## config.mk

```make
export PLATFORM = sky130hd
export DESIGN_NAME = pcm_pwm_ctrl
export DESIGN_NICKNAME = d
export VERILOG_FILES = /design/src/rtl/pcm_pkg.sv /design/src/rtl/pcm_datapath.sv /design/src/rtl/pcm_control.sv /design/src/rtl/pcm_pwm_ctrl.sv
export SDC_FILE = /design/constraint.sdc
export NUM_CORES = 1
export LEC_CHECK = 0
export BUFFER_PORTS_ARGS = -buffer_cell sky130_fd_sc_hd__buf_4
export CAP_MARGIN = 20
export CELL_PAD_IN_SITES_DETAIL_PLACEMENT = 1
export CELL_PAD_IN_SITES_GLOBAL_PLACEMENT = 2
export CORE_MARGIN = 3
export CORE_UTILIZATION = 35
export DETAILED_ROUTE_END_ITERATION = 10
export PLACE_DENSITY_LB_ADDON = 0.3
export SLEW_MARGIN = 20
export SYNTH_ARGS = -nofsm -noshare
export SYNTH_HDL_FRONTEND = slang
export SYNTH_SLANG_ARGS = --single-unit
export TNS_END_PERCENT = 5
```

## constraint.sdc

```tcl
create_clock -name clk -period 3.6 [get_ports clk]
set_clock_uncertainty 0.1 [all_clocks]
set_input_delay 0 -clock clk [delete_from_list [all_inputs] [get_ports clk]]
set_output_delay 0 -clock clk [all_outputs]
set_load 0.005 [all_outputs]
```

## src/rtl/pcm_pkg.sv

```systemverilog
package pcm_pkg;
  // datapath -> control status
  typedef struct packed {
    logic phaseHigh;
    logic cycleStart;
    logic blankAct;
    logic qualDone;
    logic tripS;
    logic enS;
    logic uvS;
    logic otS;
  } dpStat_t;

  // control -> datapath strobes
  typedef struct packed {
    logic blankLoad;
    logic runLvl;
  } ctlStrobe_t;
endpackage

```

## src/rtl/pcm_datapath.sv

```systemverilog
module pcm_datapath
  import pcm_pkg::*;
#(
  parameter int CLK_HZ       = 200_000_000,
  parameter int F_LO_HZ      = 300_000,
  parameter int F_HI_HZ      = 600_000,
  parameter int MAX_DUTY_PCT = 85,
  parameter int BLANK_NS     = 100,
  parameter int EN_OFF_US    = 50,
  parameter int EN_ON_US     = 190
) (
  input  logic       clk,
  input  logic       rstN,
  input  logic       tripIn,
  input  logic       enIn,
  input  logic       uvFlag,
  input  logic       otFlag,
  input  logic       freqSel,
  input  ctlStrobe_t strb,
  output dpStat_t    stat
);
  localparam int PER_LO    = CLK_HZ / F_LO_HZ;
  localparam int PER_HI    = CLK_HZ / F_HI_HZ;
  localparam int PH_LO     = PER_LO * (100 - MAX_DUTY_PCT) / 100;
  localparam int PH_HI     = PER_HI * (100 - MAX_DUTY_PCT) / 100;
  localparam int CLK_MHZ   = CLK_HZ / 1_000_000;
  localparam int BLANK_CYC = CLK_MHZ * BLANK_NS / 1000;
  localparam int OFF_CYC   = CLK_MHZ * EN_OFF_US;
  localparam int ON_CYC    = CLK_MHZ * EN_ON_US;
  localparam int QMAX      = (ON_CYC > OFF_CYC) ? ON_CYC : OFF_CYC;
  localparam int CW        = $clog2(PER_LO + 1);
  localparam int BW        = $clog2(BLANK_CYC + 1);
  localparam int QW        = $clog2(QMAX + 1);
  localparam logic [CW-1:0] PER_LO_M1 = CW'(PER_LO - 1);
  localparam logic [CW-1:0] PER_HI_M1 = CW'(PER_HI - 1);
  localparam logic [CW-1:0] ON_LO     = CW'(PER_LO - PH_LO);
  localparam logic [CW-1:0] ON_HI     = CW'(PER_HI - PH_HI);
  localparam logic [BW-1:0] BLANK_W   = BW'(BLANK_CYC);
  localparam logic [QW-1:0] OFF_M1    = QW'(OFF_CYC - 1);
  localparam logic [QW-1:0] ON_M1     = QW'(ON_CYC - 1);
  localparam int NSYNC = 4;

  // two-flop synchronizers
  logic [NSYNC-1:0] rawIn, syncA, syncB;
  assign rawIn = {otFlag, uvFlag, enIn, tripIn};

  genvar gi;
  generate
    for (gi = 0; gi < NSYNC; gi++) begin : g_sync
      always_ff @(posedge clk or negedge rstN) begin
        if (!rstN) begin
          syncA[gi] <= 1'b0;
          syncB[gi] <= 1'b0;
        end else begin
          syncA[gi] <= rawIn[gi];
          syncB[gi] <= syncA[gi];
        end
      end
    end
  endgenerate

  // period counter, frequency choice latched at wrap
  logic [CW-1:0] cnt, lastCnt, onLen;
  logic          hiSel;
  assign lastCnt = hiSel ? PER_HI_M1 : PER_LO_M1;
  assign onLen   = hiSel ? ON_HI : ON_LO;

  always_ff @(posedge clk or negedge rstN) begin
    if (!rstN) begin
      cnt   <= '0;
      hiSel <= 1'b0;
    end else if (cnt == lastCnt) begin
      cnt   <= '0;
      hiSel <= freqSel;
    end else begin
      cnt <= cnt + 1'b1;
    end
  end

  AST_CNT_IN_PERIOD: assert property (@(posedge clk) disable iff (!rstN)
    cnt <= lastCnt);

  // leading-edge blanking timer
  logic [BW-1:0] blankCnt;
  always_ff @(posedge clk or negedge rstN) begin
    if (!rstN)               blankCnt <= '0;
    else if (strb.blankLoad) blankCnt <= BLANK_W;
    else if (blankCnt != 0)  blankCnt <= blankCnt - 1'b1;
  end

  AST_BLANK_ARMED: assert property (@(posedge clk) disable iff (!rstN)
    strb.blankLoad |=> (blankCnt == BLANK_W));

  // enable qualification counter, target depends on current run state
  logic [QW-1:0] qualCnt;
  logic          mismatch;
  assign mismatch = (syncB[1] != strb.runLvl);
  always_ff @(posedge clk or negedge rstN) begin
    if (!rstN)          qualCnt <= '0;
    else if (!mismatch) qualCnt <= '0;
    else                qualCnt <= qualCnt + 1'b1;
  end

  assign stat.phaseHigh  = (cnt >= onLen);
  assign stat.cycleStart = (cnt == '0);
  assign stat.blankAct   = (blankCnt != '0);
  assign stat.qualDone   = mismatch && (qualCnt == (strb.runLvl ? OFF_M1 : ON_M1));
  assign stat.tripS      = syncB[0];
  assign stat.enS        = syncB[1];
  assign stat.uvS        = syncB[2];
  assign stat.otS        = syncB[3];
endmodule

```

## src/rtl/pcm_control.sv

```systemverilog
module pcm_control
  import pcm_pkg::*;
(
  input  logic       clk,
  input  logic       rstN,
  input  dpStat_t    stat,
  output ctlStrobe_t strb,
  output logic       pwmDrive,
  output logic       pwmOe,
  output logic       ssReset
);
  logic run, onQ, setReq, offReq, tripQual;

  assign tripQual = stat.tripS & ~stat.blankAct;
  assign setReq   = stat.cycleStart & run & ~stat.uvS;
  assign offReq   = stat.phaseHigh | tripQual | stat.uvS | ~run;

  // cycle latch: off request dominates, neither request holds
  always_ff @(posedge clk or negedge rstN) begin
    if (!rstN) onQ <= 1'b0;
    else       onQ <= (onQ | setReq) & ~offReq;
  end

  // run state toggles when the qualification counter completes
  always_ff @(posedge clk or negedge rstN) begin
    if (!rstN)              run <= 1'b0;
    else if (stat.qualDone) run <= ~run;
  end

  assign strb.blankLoad = setReq & ~offReq;
  assign strb.runLvl    = run;

  assign pwmDrive = onQ & ~stat.phaseHigh & ~stat.uvS;
  assign pwmOe    = ~stat.otS;
  assign ssReset  = ~run;

  AST_NO_MIDCYCLE_ON: assert property (@(posedge clk) disable iff (!rstN)
    (!onQ && !stat.cycleStart) |=> !onQ);
  AST_PHASE_ENDS_ON: assert property (@(posedge clk) disable iff (!rstN)
    stat.phaseHigh |=> !onQ);
  AST_BLANK_HOLDS_ON: assert property (@(posedge clk) disable iff (!rstN)
    (onQ && stat.blankAct && !stat.phaseHigh && !stat.uvS && run) |=> onQ);
  AST_TRIP_AT_START: assert property (@(posedge clk) disable iff (!rstN)
    (stat.cycleStart && stat.tripS && !stat.blankAct) |=> !onQ);
  AST_SHUTDOWN_OFF: assert property (@(posedge clk) disable iff (!rstN)
    !run |=> !onQ);
  AST_UV_OFF: assert property (@(posedge clk) disable iff (!rstN)
    stat.uvS |=> !onQ);
endmodule

```

## src/rtl/pcm_pwm_ctrl.sv

```systemverilog
module pcm_pwm_ctrl
  import pcm_pkg::*;
#(
  parameter int CLK_HZ       = 200_000_000,
  parameter int F_LO_HZ      = 300_000,
  parameter int F_HI_HZ      = 600_000,
  parameter int MAX_DUTY_PCT = 85,
  parameter int BLANK_NS     = 100,
  parameter int EN_OFF_US    = 50,
  parameter int EN_ON_US     = 190
) (
  input  logic clk,
  input  logic rstN,
  input  logic tripIn,
  input  logic enIn,
  input  logic uvFlag,
  input  logic otFlag,
  input  logic freqSel,
  output logic pwmDrive,
  output logic pwmOe,
  output logic ssReset
);
  dpStat_t    stat;
  ctlStrobe_t strb;

  pcm_datapath #(
    .CLK_HZ(CLK_HZ), .F_LO_HZ(F_LO_HZ), .F_HI_HZ(F_HI_HZ),
    .MAX_DUTY_PCT(MAX_DUTY_PCT), .BLANK_NS(BLANK_NS),
    .EN_OFF_US(EN_OFF_US), .EN_ON_US(EN_ON_US)
  ) u_dp (
    .clk(clk), .rstN(rstN), .tripIn(tripIn), .enIn(enIn),
    .uvFlag(uvFlag), .otFlag(otFlag), .freqSel(freqSel),
    .strb(strb), .stat(stat)
  );

  pcm_control u_ctl (
    .clk(clk), .rstN(rstN), .stat(stat), .strb(strb),
    .pwmDrive(pwmDrive), .pwmOe(pwmOe), .ssReset(ssReset)
  );
endmodule

```

---- After elaboration in Yosys (flattened, before gate mapping) ----
Cells that the tools add are included.
storage, ports and cells
  logic and storage cells ................. 49
  output and inout bits ................... 3
  bits of input ports ..................... 7
  latch bits .............................. 0
  memories kept ........................... 0
  memory bits (read-only) ................. 0
  bits in writable memories ............... 0
  register bits after elaboration ......... 42
operators by class
  reduce and logical (&&, ||, !) cells .... 4
  mux-type cells .......................... 7
  equality and inequality tests ........... 3
  $mul .................................... 0
  bitwise logic cells ..................... 17
  shift-type cells ........................ 0
  magnitude comparators ................... 1
  $add $sub $neg .......................... 3
  divide/modulo/power cells ............... 0
operator list
  kind                                              number
  2-to-1 mux 16 bit                                 2
  2-to-1 mux 10 bit                                 3
  adder 16 x 1 -> 16 bit, second input constant     1
  equality test 16 bit                              1
  adder 10 x 1 -> 10 bit, second input constant     1
  equality test 10 bit                              1
  greater-or-equal comparator 10 bit                1
  logical NOT 10 bit                                1
  2-to-1 mux 5 bit                                  2
  AND 1 bit                                         7
  NOT 1 bit                                         6
  nonzero test 5 bit                                1
  subtractor 5 x 1 -> 5 bit, second input constant  1
  bitwise OR 1 bit                                  4
  nonzero test 2 bit                                1
  logical AND 1 bit                                 1
  inequality test 1 bit                             1

---- Depth between registers and ports, before layout ----
Gate-level depths: netlist of the first run.
  depth after elaboration ................. 9
  depth in mapped cells ................... 6
  gate-level depth less buffers ........... 6

---- Modules after synthesis ----
From an unflattened synthesis of the first run, not the netlist that was laid out.
unflattened totals
  cell total of the unflattened synthesis .. 201
  area, all modules ....................... 2083.2 um2
modules (own cells, without submodules)
  module        area an instance (um2)  instances  cells each  sequential area each (um2)
  pcm_datapath  1954.4                  1          189         1001.0
  pcm_control   128.9                   1          12          50.0

---- Worst setup path before layout of the first run ----
No wires, ideal clock.
  path type ............................... register to register
  start point ............................. register u_dp.hiSel
  end point ............................... register u_dp.hiSel
  data required time ...................... 3375 ps
  path slack .............................. 1662 ps
  data arrival time ....................... 1714 ps
  setup time .............................. 125 ps
  path buffers ............................ 0
  clock period less this slack ............ 1938 ps
  stages on the path, launching flop included .. 6
  path through ............................ dfrtp_1 inv_1 ha_1 nand2_1 nor4_4 mux2_2
between the ends
  word-level cells in the longest chain between the ends .. 2
RTL lines
  element                 line                source
  start, declared         pcm_datapath.sv:64  logic hiSel;
  start signal, assigned  pcm_datapath.sv:74  hiSel <= freqSel;
  2-to-1 mux 10 bit       pcm_datapath.sv:65  assign lastCnt = hiSel ? PER_HI_M1 : PER_LO_M1;
  equality test 10 bit    pcm_datapath.sv:72  end else if (cnt == lastCnt) begin
No other way between the ends.
A chain may end at the register's enable or synchronous reset.

---- Worst setup path in the final report of the first run ----
  start point ............................. register u_dp.hiSel
  end point ............................... output port pwmDrive
between the ends
  word-level cells in the longest chain between the ends .. 5
RTL lines
  element                             line                 source
  2-to-1 mux 10 bit                   pcm_datapath.sv:66   assign onLen = hiSel ? ON_HI : ON_LO;
  greater-or-equal comparator 10 bit  pcm_datapath.sv:104  assign stat.phaseHigh = (cnt >= onLen);
  NOT 1 bit                           pcm_control.sv:33    assign pwmDrive = onQ & ~stat.phaseHigh & ~stat.uvS;
  AND 1 bit (2 in a row)              pcm_control.sv:33
  end, declared                       pcm_pwm_ctrl.sv:19   output logic pwmDrive,
No other way between the ends.

==> results.yml, run 1 <==
outcome:
  status: "finished, final reports clean"
critical_path:
  worstSetupPathType: "flip-flop to output port"
  critPathBufInv: 2
  cp.arrival_ns: 2.26
  slowest_stage: "dfrtp_1"
  cp-start-kind: "flip-flop"
  critPathCaptureType: "output port"
  slowest_delay_ns: 0.48
  cp_cell_sequence: "inv_1 -> ha_1 -> nand2b_1 -> a21oi_1 -> o32a_1 -> nor3b_1 -> buf_4"
  worstPathMaxFanout: 7
  crit_family: "flip-flops"
  worstPathRequired_ns: 3.50
final_layout:
  mostFrequentLayoutCells: "42 x dfrtp_1, 26 x nor2_1, 12 x xor2_1"
  drive_gt1_frac: 0.111
  syn_to_final_growth_pct: 14.2
  antenna_cells: 0
  final_common_cell: "dfrtp_1"
  final_cells: 297
  nNetsFinal: 242
logic_synthesis:
  synth.distinct_cells: 41
  ys_warn_count: 0
  synth_seq_cells: 42
  syn_area_sq_um: 2120
  synth_edf_count: 0
  synthCells: 204
  synth_nets: 222
  seq_area_frac_synth: 0.496
  yosys_most_used_dff: "dfrtp_1"
  synth_area_per_cell_sq_um: 10.4
  async_flop_share: 1.00
floorplanning:
  row_count: 27
  core_sq_um: 5680
  io_pins: 10
  dieArea_sq_um: 7020
  start_util: 0.373
  die_x_microns: 83.8
  die_height_microns: 83.8
timing:
  final_hold_viol_count: 0
  rsz0062_at_grt: "no"
  fin_crit_sh: 0.654
  drv_slew: 0
  setup_viol: 0
  timing.fmax_mhz: 425
  timing.setup.tns_ns: 0
  whs_ns: 0.118
  tightest_slew_ns: 0.580
  fin_crit_ns: 2.36
  timing.slew.headroom: 0.611
clock_network:
  clockRootBuffer: "clkbuf_8"
  cts_sinks: 42
  ctsResizeCount: 0
  clk_pin_slew_ns: 0.09
  clk_latency_ns: 0.30
  cts_tree: "built"
  cts_hold_repair.buffers: 6
  cts.path.max_buffers: 2
  cts_inserted_buffers: 5
  htreeDepth: 2
  post_cts_buffers: 0
flow_run:
  drv_cap: 0
placement:
  dp_cells: 283
  hpwlAfterDp_mm: 3.47
  gp_congestion: 0.799
  io_buffers: 9
drt:
  ant_nets: 0
  drt_iter0_markers: 73
  vias: 1563
  firstDrtPassIters: 4
  drt-wirelength-per-cell_microns: 15.9
  drt-total-wl_mm: 4.72
  vias_per_cell: 5.26
  drc_errors: 0
global_route:
  grt_max_degree: 43
  grt_pass1_vias: 1731
  grt-ovfl-total: 0
  antenna_found_initial: 0
  grt_pass1_wl_mm: 8.39
  grt_util_all_layers: 0.147
pwr:
  total_power_uw: 832
  power.density_nw_per_um2: 344
  peakVddDrop_mv: 0.161
  p_leak_uw: 0.00106
min_path:
  hp-class: "primary input to async pin"
[power by group]
| part | internal (uW) | switching, uW | total [uW] |
|---|---|---|---|
| clock network | 139 | 178 | 316 |
| logic | 13.6 | 17.5 | 31.1 |
| registers | 479 | 5.70 | 484 |
| total | 631 | 201 | 832 |
[metrics by stage]
step           cell area, sq um  setup slack [ns]  utilization
2_1_floorplan              2120              1.66            -
3_3_place_gp               2270              1.49        0.399
3_5_place_dp               2270              1.36        0.399
4_1_cts                    2420              1.22        0.426
5_1_grt                    2420              1.01        0.426
6_report                   2420              1.24        0.426
[Yosys cell counts, types with 3 or more instances]
cell type	instances	area share
nand4_1	7	0.021
xor2_1	12	0.050
ha_1	11	0.065
o21ai_0	6	0.014
nand3_1	11	0.026
xnor2_1	9	0.037
nor2_1	26	0.046
nor3_1	3	0.0071
a21oi_1	10	0.024
and3_1	7	0.021
inv_1	9	0.016
nor4b_1	3	0.012
dfrtp_1	42	0.50
nor3b_1	3	0.011
nor4_1	4	0.012
nand2_1	10	0.018
[path summary, 6_finish.rpt]
kind / to / startpoint / slack [ns] / cells past startpoint
worst max-delay path: pwmDrive / u_dp.hiSel$_DFFE_PN0N_ / 1.24 / 7
worst min-delay path: u_dp.cnt[4]$_DFF_PN0_ / rstN / 0.12 / 2
worst max register to register: u_dp.hiSel$_DFFE_PN0N_ / u_dp.hiSel$_DFFE_PN0N_ / 1.38 / 5
worst min register to register: u_dp.stat[1]$_DFF_PN0_ / u_dp.syncA[2]$_DFF_PN0_ / 0.26 / 0
max in group asynchronous: u_dp.qualCnt[1]$_DFF_PN0_ / rstN / 2.89 / 2
min in group clk: u_dp.syncA[0]$_DFF_PN0_ / tripIn / 0.24 / 2
[metal layers]
| metal | vias to the layer above | GRT usage | routed length (microns) | part of all wire |
|---|---|---|---|---|
| li1 | 765 | - | - | - |
| met1 | 778 | 0.180 | 2090 | 0.44 |
| met2 | 13 | 0.262 | 2480 | 0.53 |
| met3 | 7 | 0.0267 | 80 | 0.017 |
| met4 | 0 | 0.0453 | 72 | 0.015 |
| met5 | - | 0 | 0 | 0 |
[logic make-up after synthesis]
group	after synthesis	synth area share
simple gates	93	0.252
flops	42	0.496
compound gates	23	0.0656
xor+xnor	21	0.0869
buf+inv	12	0.0236
fa+ha+maj	11	0.0650
mux	2	0.0100
[area by class of cell]
type,count,area (sq um)
multi-input combinational,150,1020
inverter,9,33.8
clock inverter,3,23.8
clock buffer,5,68.8
sequential,42,1050
timing repair buffer,16,135
tap,72,90.1
fill,635,3260
[flip-flops by register name (all words and copies together) (netlist names)]
name and flops:
u_dp.qualCnt 16, u_dp.cnt 10, u_dp.blankCnt 5, u_dp.stat 4, u_dp.syncA 4, u_ctl.onQ 1, u_ctl.run 1, u_dp.hiSel 1
No activity file was read; power rests on OpenSTA's default activity.
==> run 2, diff against run 1 <==
- clock period: 3.6 -> 1.9 ns (I/O delays scaled with it)
==> run 2 against run 1 <==
The run now ends with negative setup slack left. Clock-buffer cell count unchanged. Power grew 89%. Non-clock buffer count up 14. Sequential power rose by 89%. Die area stayed put. Worst hold slack lost 0.0041 ns. Global-route usage rose by 1.3 points. Utilization up 4.3 points. Flip-flop and latch count stayed put. Critical path type unchanged. Critical endpoint unchanged.
==> results.yml, run 2 (synthesis results as in run 1) <==
pwr:
  power.density_nw_per_um2: 589
  power_frac_comb: 0.037
  p_switching_uw: 377
  p_clk_frac: 0.378
  total_power_uw: 1570
  p_leak_uw: 0.00114
  swShare: 0.241
  p_int_uw: 1190
  peakVddDrop_mv: 0.274
  seqPwrFrac: 0.585
timing:
  fin_crit_sh: 1.06
  drv_slew: 0
  final_hold_viol_count: 0
  rsz0062_at_grt: "yes"
  timing.slew.headroom: 0.645
  tightest_slew_ns: 0.532
  fin_crit_ns: 2.02
  final.setup.worst_slack_ns: -0.122
  setup_viol: 4
  timing.setup.tns_ns: -0.214
  timing.fmax_mhz: 495
floorplanning:
  die_x_microns: 83.8
  dieArea_sq_um: 7020
  row_count: 27
  start_util: 0.373
  die_height_microns: 83.8
  io_pins: 10
  core_sq_um: 5680
final_layout:
  fillers: 623
  largestRegisters: "u_dp.qualCnt: 16 flops, u_dp.cnt: 10 flops, u_dp.blankCnt: 5 flops"
  antenna_cells: 0
  mostFrequentLayoutCells: "41 x dfrtp_1, 26 x nor2_1, 21 x buf_4"
  nNetsFinal: 256
  drive_gt1_frac: 0.238
  syn_to_final_growth_pct: 25.7
  final_common_cell: "dfrtp_1"
  largest_reg_flops: 16
  regMostFlops: "u_dp.qualCnt"
drt:
  drt_iter0_markers: 89
  drt-wirelength-per-cell_microns: 16.6
  drc_errors: 0
  vias: 1671
  vias_per_cell: 5.37
  ant_nets: 0
  firstDrtPassIters: 4
  drt-total-wl_mm: 5.18
placement:
  hpwlAfterDp_mm: 3.61
  gp_congestion: 0.845
  io_buffers: 9
  pre_cts_slack_ns: -0.125
critical_path:
  worstSetupPathType: "flip-flop to output port"
  cp-start-kind: "flip-flop"
  slowest_stage: "dfrtp_2"
  worstPathMaxFanout: 4
  critPathCaptureType: "output port"
  cp_cell_sequence: "ha_4 -> buf_6 -> nand4_1 -> o32a_1 -> nor3b_2 -> buf_4"
  cp.arrival_ns: 1.92
  slowest_delay_ns: 0.48
  worstPathRequired_ns: 1.80
clock_network:
  clockRootBuffer: "clkbuf_8"
  clk_latency_ns: 0.30
  clk_pin_slew_ns: 0.09
  cts.path.max_buffers: 2
  cts_tree: "built"
  cts_inserted_buffers: 5
  cts_sinks: 42
  htreeDepth: 2
outcome:
  status: "finished, violations left"
  violations: "negative setup slack"
global_route:
  grt_max_degree: 43
  grt_pass1_wl_mm: 9.04
  grt_util_all_layers: 0.160
  grt-ovfl-total: 0
  grt_pass1_vias: 1860
  antenna_found_initial: 0
flow_run:
  drv_cap: 0
min_path:
  hp-class: "primary input to async pin"
run 2: cell count changes in the layout (fill, tap and decap cells not counted), sizes merged:
cell      before  now
clkinvlp       2    1
clkinv         0    2
buf           10   24
inv           10    9
run 2: path summary, 6_finish.rpt:
check	endpoint	from	slack (ns)	depth (start not counted)
max	pwmDrive	u_dp.hiSel$_DFFE_PN0N_	-0.12	6
max in group asynchronous	u_dp.hiSel$_DFFE_PN0N_	rstN	1.20	2
max reg2reg	u_dp.blankCnt[4]$_DFFE_PN0P_	u_dp.hiSel$_DFFE_PN0N_	-0.05	7
min reg2reg	u_dp.stat[0]$_DFF_PN0_	u_dp.syncA[3]$_DFF_PN0_	0.26	0
min	u_dp.cnt[3]$_DFF_PN0_	rstN	0.11	2
min in group clk	u_dp.syncA[3]$_DFF_PN0_	otFlag	0.25	2
run 2: stage by stage:
step           std cells   util  area [sq um]  hold WS [ns]
2_1_floorplan        204      -          2140        -0.396
3_3_place_gp         294  0.418          2370       -0.0913
3_5_place_dp         294  0.418          2370       -0.0765
4_1_cts              310  0.450          2550         0.134
5_1_grt              311  0.469          2660         0.172
6_report             311  0.469          2660         0.114
run 2: worst max-delay path, delay by kind of cell, from the launching register on:
family	cells	cell delay, ns
AOI/OAI and AO/OA	1	0.38
and+or+nand+nor	2	0.24
adders and majority gates	1	0.30
buffers and inverters	2	0.22
DFF	1	0.48
run 2: layer usage:
layer / share of wire / track usage
met2: 0.52 / 0.280
met1: 0.44 / 0.191
met3: 0.019 / 0.0326
met5: 0 / 0
met4: 0.019 / 0.0687
run 2: what timing repair did:
item	in CTS	in global routing
endpoints found under the setup margin	7	7
buffers inserted	2	1
hold endpoints to repair	47	0
resized for setup	4	18
pin swaps	4	5
hold buffers	6	0
run 2: cell type report:
type | count | area [sq um] | share of cell area
Multi-Input combinational cell | 150 | 1140 | 0.429
Sequential cell | 42 | 1050 | 0.395
Tap cell | 72 | 90.1 | 0.0339
Timing Repair Buffer | 30 | 251 | 0.0945
Clock inverter | 3 | 21.3 | 0.00799
Clock buffer | 5 | 68.8 | 0.0259
Inverter | 9 | 36.3 | 0.0136
run 2: power by group through the flow:
stage          combinational [uW]  clock [uW]  sequential [uW]
2_1_floorplan                15.4           0              932
4_1_cts                      61.4         619              917
5_1_grt                      69.1         666              919
3_3_place_gp                 48.6           0              935
6_report                     58.4         592              917
3_5_place_dp                 51.4           0              935
